**src/rtl/seg_ea_pkg.sv**
```systemverilog
package seg_ea_pkg;
   typedef enum logic [1:0] {
      SEG_EXTRA = 2'b00,
      SEG_CODE  = 2'b01,
      SEG_STACK = 2'b10,
      SEG_DATA  = 2'b11
   } seg_code_e;

   typedef enum logic [1:0] {
      DSP_NONE = 2'b00,
      DSP_S8   = 2'b01,
      DSP_FULL = 2'b10
   } disp_kind_e;

   typedef struct packed {
      logic       is_reg;
      logic       use_base;
      logic       base_is_p;
      logic       use_index;
      logic       index_is_d;
      disp_kind_e dkind;
   } ea_decode_t;
endpackage

```
**src/rtl/seg_ea_decode.sv**
```systemverilog
module seg_ea_decode
   import seg_ea_pkg::*;
(
   input  logic [7:0]  modrm,
   output ea_decode_t  dec
);
   logic [1:0] mode;
   logic [2:0] rm;

   assign mode = modrm[7:6];
   assign rm   = modrm[2:0];

   always_comb begin
      dec = '0;
      dec.dkind = DSP_NONE;
      if (mode == 2'b11) begin
         dec.is_reg = 1'b1;
      end else begin
         unique case (rm)
            3'b000: begin dec.use_base = 1'b1; dec.use_index = 1'b1; end
            3'b001: begin dec.use_base = 1'b1; dec.use_index = 1'b1; dec.index_is_d = 1'b1; end
            3'b010: begin dec.use_base = 1'b1; dec.base_is_p = 1'b1; dec.use_index = 1'b1; end
            3'b011: begin dec.use_base = 1'b1; dec.base_is_p = 1'b1; dec.use_index = 1'b1; dec.index_is_d = 1'b1; end
            3'b100: dec.use_index = 1'b1;
            3'b101: begin dec.use_index = 1'b1; dec.index_is_d = 1'b1; end
            3'b110: begin
               dec.use_base  = (mode != 2'b00);
               dec.base_is_p = (mode != 2'b00);
            end
            default: dec.use_base = 1'b1;
         endcase
         unique case (mode)
            2'b01:   dec.dkind = DSP_S8;
            2'b10:   dec.dkind = DSP_FULL;
            default: dec.dkind = (rm == 3'b110) ? DSP_FULL : DSP_NONE;
         endcase
      end
   end

   // a register operand never requests address terms
   always_comb begin
      p_regop_no_terms_r3: assert (!(dec.is_reg && (dec.use_base || dec.use_index)));
   end
endmodule

```
**src/rtl/seg_ea_offset.sv**
```systemverilog
module seg_ea_offset
   import seg_ea_pkg::*;
#(
   parameter int OFS_W = 16
)(
   input  ea_decode_t        dec,
   input  logic [OFS_W-1:0]  disp,
   input  logic [OFS_W-1:0]  base_x,
   input  logic [OFS_W-1:0]  base_p,
   input  logic [OFS_W-1:0]  idx_s,
   input  logic [OFS_W-1:0]  idx_d,
   output logic [OFS_W-1:0]  offset
);
   localparam int EXT_W = OFS_W - 8;

   logic [OFS_W-1:0] base_term, index_term, disp_term;

   always_comb begin
      base_term  = '0;
      index_term = '0;
      disp_term  = '0;
      if (dec.use_base)  base_term  = dec.base_is_p  ? base_p : base_x;
      if (dec.use_index) index_term = dec.index_is_d ? idx_d  : idx_s;
      unique case (dec.dkind)
         DSP_S8:   disp_term = {{EXT_W{disp[7]}}, disp[7:0]};
         DSP_FULL: disp_term = disp;
         default:  disp_term = '0;
      endcase
   end

   // truncation to OFS_W bits gives the modular wrap
   assign offset = base_term + index_term + disp_term;
endmodule

```
**src/rtl/seg_ea_segsel.sv**
```systemverilog
module seg_ea_segsel
   import seg_ea_pkg::*;
#(
   parameter int OFS_W = 16
)(
   input  ea_decode_t        dec,
   input  logic              ovr_en,
   input  logic [1:0]        ovr_sel,
   input  logic [OFS_W-1:0]  seg_es,
   input  logic [OFS_W-1:0]  seg_cs,
   input  logic [OFS_W-1:0]  seg_ss,
   input  logic [OFS_W-1:0]  seg_ds,
   output seg_code_e         seg_code,
   output logic [OFS_W-1:0]  seg_val
);
   always_comb begin
      if (dec.is_reg)                       seg_code = SEG_DATA;
      else if (ovr_en)                      seg_code = seg_code_e'(ovr_sel);
      else if (dec.use_base && dec.base_is_p) seg_code = SEG_STACK;
      else                                  seg_code = SEG_DATA;
      unique case (seg_code)
         SEG_EXTRA: seg_val = seg_es;
         SEG_CODE:  seg_val = seg_cs;
         SEG_STACK: seg_val = seg_ss;
         default:   seg_val = seg_ds;
      endcase
   end
endmodule

```
**src/rtl/seg_ea_phys.sv**
```systemverilog
module seg_ea_phys #(
   parameter int OFS_W     = 16,
   parameter int SEG_SHIFT = 4
)(
   input  logic [OFS_W-1:0]            seg_val,
   input  logic [OFS_W-1:0]            offset,
   output logic [OFS_W+SEG_SHIFT-1:0]  phys
);
   localparam int PA_W = OFS_W + SEG_SHIFT;

   logic [PA_W-1:0] seg_scaled, ofs_ext;
   assign seg_scaled = {seg_val, {SEG_SHIFT{1'b0}}};
   assign ofs_ext    = {{SEG_SHIFT{1'b0}}, offset};
   assign phys       = seg_scaled + ofs_ext;

   // the low SEG_SHIFT bits come from the offset alone
   always_comb begin
      p_low_bits_r8: assert (phys[SEG_SHIFT-1:0] == offset[SEG_SHIFT-1:0]);
   end
endmodule

```
**src/rtl/seg_ea_gen.sv**
```systemverilog
module seg_ea_gen
   import seg_ea_pkg::*;
#(
   parameter int OFS_W     = 16,
   parameter int SEG_SHIFT = 4,
   parameter bit OUT_REG   = 1'b1
)(
   input  logic                        clk,
   input  logic                        rst_n,
   input  logic                        in_valid,
   input  logic [7:0]                  modrm,
   input  logic [OFS_W-1:0]            disp,
   input  logic [OFS_W-1:0]            base_x,
   input  logic [OFS_W-1:0]            base_p,
   input  logic [OFS_W-1:0]            idx_s,
   input  logic [OFS_W-1:0]            idx_d,
   input  logic [OFS_W-1:0]            seg_es,
   input  logic [OFS_W-1:0]            seg_cs,
   input  logic [OFS_W-1:0]            seg_ss,
   input  logic [OFS_W-1:0]            seg_ds,
   input  logic                        ovr_en,
   input  logic [1:0]                  ovr_sel,
   output logic                        out_valid,
   output logic                        is_reg,
   output logic [2:0]                  reg_code,
   output logic [2:0]                  rm_code,
   output logic [OFS_W-1:0]            eff_addr,
   output logic [1:0]                  seg_code,
   output logic [OFS_W+SEG_SHIFT-1:0]  phys_addr
);
   localparam int PA_W = OFS_W + SEG_SHIFT;

   generate
      if (OFS_W < 9)      begin : g_bad_ofs   $error("OFS_W must exceed the 8-bit displacement"); end
      if (SEG_SHIFT < 1)  begin : g_bad_shift $error("SEG_SHIFT must be at least 1"); end
   endgenerate

   ea_decode_t       dec;
   logic [OFS_W-1:0] ofs_raw, seg_val;
   seg_code_e        seg_sel;
   logic [PA_W-1:0]  phys_raw;

   seg_ea_decode u_dec (.modrm(modrm), .dec(dec));

   seg_ea_offset #(.OFS_W(OFS_W)) u_ofs (
      .dec(dec), .disp(disp), .base_x(base_x), .base_p(base_p),
      .idx_s(idx_s), .idx_d(idx_d), .offset(ofs_raw));

   seg_ea_segsel #(.OFS_W(OFS_W)) u_seg (
      .dec(dec), .ovr_en(ovr_en), .ovr_sel(ovr_sel),
      .seg_es(seg_es), .seg_cs(seg_cs), .seg_ss(seg_ss), .seg_ds(seg_ds),
      .seg_code(seg_sel), .seg_val(seg_val));

   seg_ea_phys #(.OFS_W(OFS_W), .SEG_SHIFT(SEG_SHIFT)) u_phys (
      .seg_val(seg_val), .offset(ofs_raw), .phys(phys_raw));

   logic             n_reg;
   logic [OFS_W-1:0] n_ea;
   logic [PA_W-1:0]  n_pa;
   assign n_reg = dec.is_reg;
   assign n_ea  = dec.is_reg ? '0 : ofs_raw;
   assign n_pa  = dec.is_reg ? '0 : phys_raw;

   generate
      if (OUT_REG) begin : g_reg
         always_ff @(posedge clk or negedge rst_n) begin
            if (!rst_n) begin
               out_valid <= 1'b0;
               is_reg    <= 1'b0;
               reg_code  <= '0;
               rm_code   <= '0;
               eff_addr  <= '0;
               seg_code  <= '0;
               phys_addr <= '0;
            end else begin
               out_valid <= in_valid;
               if (in_valid) begin
                  is_reg    <= n_reg;
                  reg_code  <= modrm[5:3];
                  rm_code   <= modrm[2:0];
                  eff_addr  <= n_ea;
                  seg_code  <= seg_sel;
                  phys_addr <= n_pa;
               end
            end
         end

         // a result appears exactly one cycle after its request
         p_valid_follows_r10: assert property (@(posedge clk) disable iff (!rst_n)
            out_valid == $past(in_valid));
         // a register result comes only from mode 11
         p_regop_mode_r3: assert property (@(posedge clk) disable iff (!rst_n)
            (out_valid && is_reg) |-> ($past(modrm[7:6]) == 2'b11));
         // an override names the segment of a memory operand
         p_override_r7: assert property (@(posedge clk) disable iff (!rst_n)
            (out_valid && !is_reg && $past(ovr_en)) |-> (seg_code == $past(ovr_sel)));
         // the field codes are taken from the sampled byte
         p_fields_r1: assert property (@(posedge clk) disable iff (!rst_n)
            out_valid |-> (rm_code == $past(modrm[2:0]) && reg_code == $past(modrm[5:3])));
      end else begin : g_comb
         assign out_valid = in_valid;
         assign is_reg    = n_reg;
         assign reg_code  = modrm[5:3];
         assign rm_code   = modrm[2:0];
         assign eff_addr  = n_ea;
         assign seg_code  = seg_sel;
         assign phys_addr = n_pa;
      end
   endgenerate

   // a register operand carries no address and uses the data code
   p_regop_no_addr_r3: assert property (@(posedge clk) disable iff (!rst_n)
      (out_valid && is_reg) |-> (eff_addr == '0 && phys_addr == '0 && seg_code == 2'b11));
endmodule

```
**config.mk**
```make
export PLATFORM = sky130hd
export DESIGN_NAME = seg_ea_gen
export DESIGN_NICKNAME = d
export VERILOG_FILES = /design/src/rtl/seg_ea_pkg.sv /design/src/rtl/seg_ea_decode.sv /design/src/rtl/seg_ea_offset.sv /design/src/rtl/seg_ea_segsel.sv /design/src/rtl/seg_ea_phys.sv /design/src/rtl/seg_ea_gen.sv
export SDC_FILE = /design/constraint.sdc
export NUM_CORES = 1
export LEC_CHECK = 0
export ABC_AREA = 1
export BUFFER_PORTS_ARGS = -buffer_cell sky130_fd_sc_hd__buf_4
export CORE_MARGIN = 2
export CORE_UTILIZATION = 45
export CTS_CLUSTER_SIZE = 28
export DETAILED_ROUTE_END_ITERATION = 10
export GPL_TIMING_DRIVEN = 0
export PLACE_DENSITY = 0.8
export SLEW_MARGIN = 10
export SYNTH_ARGS = -nofsm -noshare
export SYNTH_HDL_FRONTEND = slang
export SYNTH_HIERARCHICAL = 1
export SYNTH_SLANG_ARGS = --single-unit
```
**constraint.sdc**
```tcl
create_clock -name clk -period 0.8 [get_ports clk]
set_input_delay 0.04 -clock clk [delete_from_list [all_inputs] [get_ports clk]]
set_output_delay 0.04 -clock clk [all_outputs]
set_load 0.01 [all_outputs]
```
==> results.yml <==
global_routing:
  overflow: 0
  grt_pass1_wl_um: 30470
  grt_use_total_pct: 29.32
  grt_max_degree: 47
  first_global_vias: 6668
  antenna_found_initial: 0
logic_synthesis:
  synth_area_per_cell_um2: 6.400
  ys_types: 37
  ys_seq_area_share_pct: 21.31
  syn_inst: 844
  ys_warn_count: 6
  syn_area_um2: 5401
  syn_nets: 1050
  ys_ff_latch: 46
route:
  drc: 0
  vias: 6894
  routedWlPerCell_um: 16.16
  drtAntennaViolNets: 0
  firstDrtPassIters: 8
  wirelength_um: 21010
  viasPerCell: 5.303
  first_iter_violations: 534
status:
  status: "finished with violations"
  violations: "setup timing"
floorplan:
  fp.dieH_um: 113.6
  die_w_um: 113.6
  core_um2: 11860
  die_area_um2: 12900
  num_rows: 40
  ios: 204
  start_util_pct: 45.54
timing:
  finClkSkew_ps: 0
  setup_viol: 84
  fmaxAchievable_mhz: 264.9
  tightest_slew_ps: 425.6
  grt_setup_unrepaired: "true"
  fin_crit_ps: 3775
  hold_viol: 0
  slew_violations: 0
  relSlewSlack_pct: 71.63
  fin_tns_setup_ps: -82870
  period_share_pct: 471.9
  setup_ws_ps: -2975
power_and_ir_drop:
  pwr-share-seq_pct: 17.4
  p_int_w: 0.01139
  clock_power_share_pct: 10.4
  p_comb_share_pct: 72.2
  swShare_pct: 43.75
  p_switching_w: 0.008860
  vdd_ir_drop_max_mv: 1.130
  p_leak_nw: 4.995
  power_per_cell_area_nw_per_um2: 2139
placed_design:
  post_dp_cell_area_um2: 7506
  place.port_buffers: 203
  gp_congestion: 0.9447
  hpwl_um: 14130
  pre_cts_ws_ps: -3695
  dp_cells: 1194
finish:
  final_cell_area_um2: 9468
  syn_to_final_growth_pct: 75.28
  layout.nets: 1358
  largest_registers: "phys_addr: 20 flops, eff_addr: 16 flops"
  drive_gt1_share_pct: 49.00
  stdcell_count: 1300
  post-route-util_pct: 79.82
  fillCellCount: 760
  layout_common_cells: "236 x nand2_1, 223 x buf_4, 85 x buf_6"
  regMostFlops: "phys_addr"
  final_common_cell: "nand2_1"
  largest_register_ffs: 20
  antenna_cells: 0
worst_setup_path:
  slowest_stage: "fa_1"
  cpPeakStageDelay_ps: 540
  crit_path_end_kind: "flop"
  path_common_cell: "nand2_1"
  crit_required_ps: 1020
  critPathLaunchType: "primary input"
  critPathBufInv: 8
  crit_family: "simple AND/OR/NAND/NOR gates"
  cp.arrival_ps: 3990
  worstPathMaxFanout: 5
  worstSetupPathType: "primary input to flop"
clock_network:
  clock_latency_ps: 280
  clkTransAtPathRegs_ps: 70
  cts_buffers: 5
  cts_root_buf: "clkbuf_16"
  clockBufferDepth: 2
  htreeDepth: 2
  cts_tree: "yes"
  clock-sinks: 46
flow_run:
  drv_cap: 0
worst_hold_path:
  hold_path.class: "primary input to flop"
through the flow:
step / hold slack, ps / total power [W]
finish: 31.32 / 0.02025
CTS: 13.03 / 0.01822
global placement: 80.42 / 0.01310
global route: 46.54 / 0.02155
detailed placement: 80.05 / 0.01324
floorplan: -255.6 / 0.009905
worst paths after layout:
kind / from / endpoint / slack (ps) / cells after the start
min reg2reg: reg_code[0]$_DFFE_PN0P_ / reg_code[0]$_DFFE_PN0P_ / 500 / 2
max reg2reg: eff_addr[4]$_DFFE_PN0P_ / eff_addr[4]$_DFFE_PN0P_ / -30 / 3
min: modrm[2] / rm_code[2]$_DFFE_PN0P_ / 30 / 3
max in group asynchronous: rst_n / reg_code[0]$_DFFE_PN0P_ / 230 / 2
min in group asynchronous: rst_n / eff_addr[8]$_DFFE_PN0P_ / 250 / 2
max: modrm[7] / phys_addr[19]$_DFFE_PN0P_ / -2980 / 33
Yosys cell counts, drive strengths merged:
cell type	number	area (um2)
a21boi	1	7.510
buf	29	239.0
nand2	305	1195
nor2	95	385.4
a21oi	18	108.9
nor3	5	45.04
dfrtp	46	1151
nand3	92	520.5
or2	1	6.260
inv	111	426.7
fa	17	340.3
ha	31	387.9
o21ai	33	168.9
xor2	13	113.9
clkinv	1	3.750
xnor2	2	17.52
nand4	35	219.0
nand3b	1	7.510
and2	3	18.77
clkbuf	4	25.02
nor2b	1	13.76
metal layers:
metal	track usage, %	vias to the layer above	share of wire [%]
met1	33.93	3193	37
li1	-	3274	-
met2	52.42	350	51
met4	14.39	0	4.8
met5	0	-	0
met3	5.048	77	7.0
power groups by stage:
stage	clock, W	sequential (W)	combinational (W)
global route	0.00223	0.00358	0.0157
floorplan	0	0.00368	0.00623
global placement	0	0.00343	0.00967
finish	0.00211	0.00352	0.0146
detailed placement	0	0.00343	0.00980
CTS	0.00212	0.00347	0.0126
kinds of logic (layout without fill, tap and decap cells):
family	count (synthesis)	count (layout)	synth area share, %
AO/OA/AOI/OAI	52	52	5.282
flip-flops	46	46	21.31
AND/OR/NAND/NOR	538	538	44.64
adder cells (fa/ha/maj)	48	48	13.48
XOR/XNOR	15	15	2.432
buffers and inverters	145	454	12.86
repair_timing:
item                       in CTS  in global routing
gates cloned                    2                  0
resized for setup             186                 83
pin swaps                      52                 39
setup endpoints to repair      83                130
buffers inserted               54                 36
hold buffers                    7                  0
hold endpoints to repair       52                  0
layout make-up:
| type | instances | area (um2) | area share (%) |
|---|---|---|---|
| sequential | 46 | 1151 | 12.16 |
| inverter | 112 | 465.4 | 4.916 |
| tap | 147 | 183.9 | 1.943 |
| timing repair buffer | 302 | 2629 | 27.77 |
| clock inverter | 3 | 21.27 | 0.2247 |
| clock buffer | 5 | 125.1 | 1.322 |
| multi-input combinational | 653 | 4549 | 48.05 |
| buffer | 32 | 342.8 | 3.621 |
worst min-delay path: cells and delay by family:
| kind | cells | cell delay, ps |
|---|---|---|
| buffers and inverters | 1 | 120 |
| AND/OR/NAND/NOR | 2 | 130 |
Power figures use the tool's default switching activity.
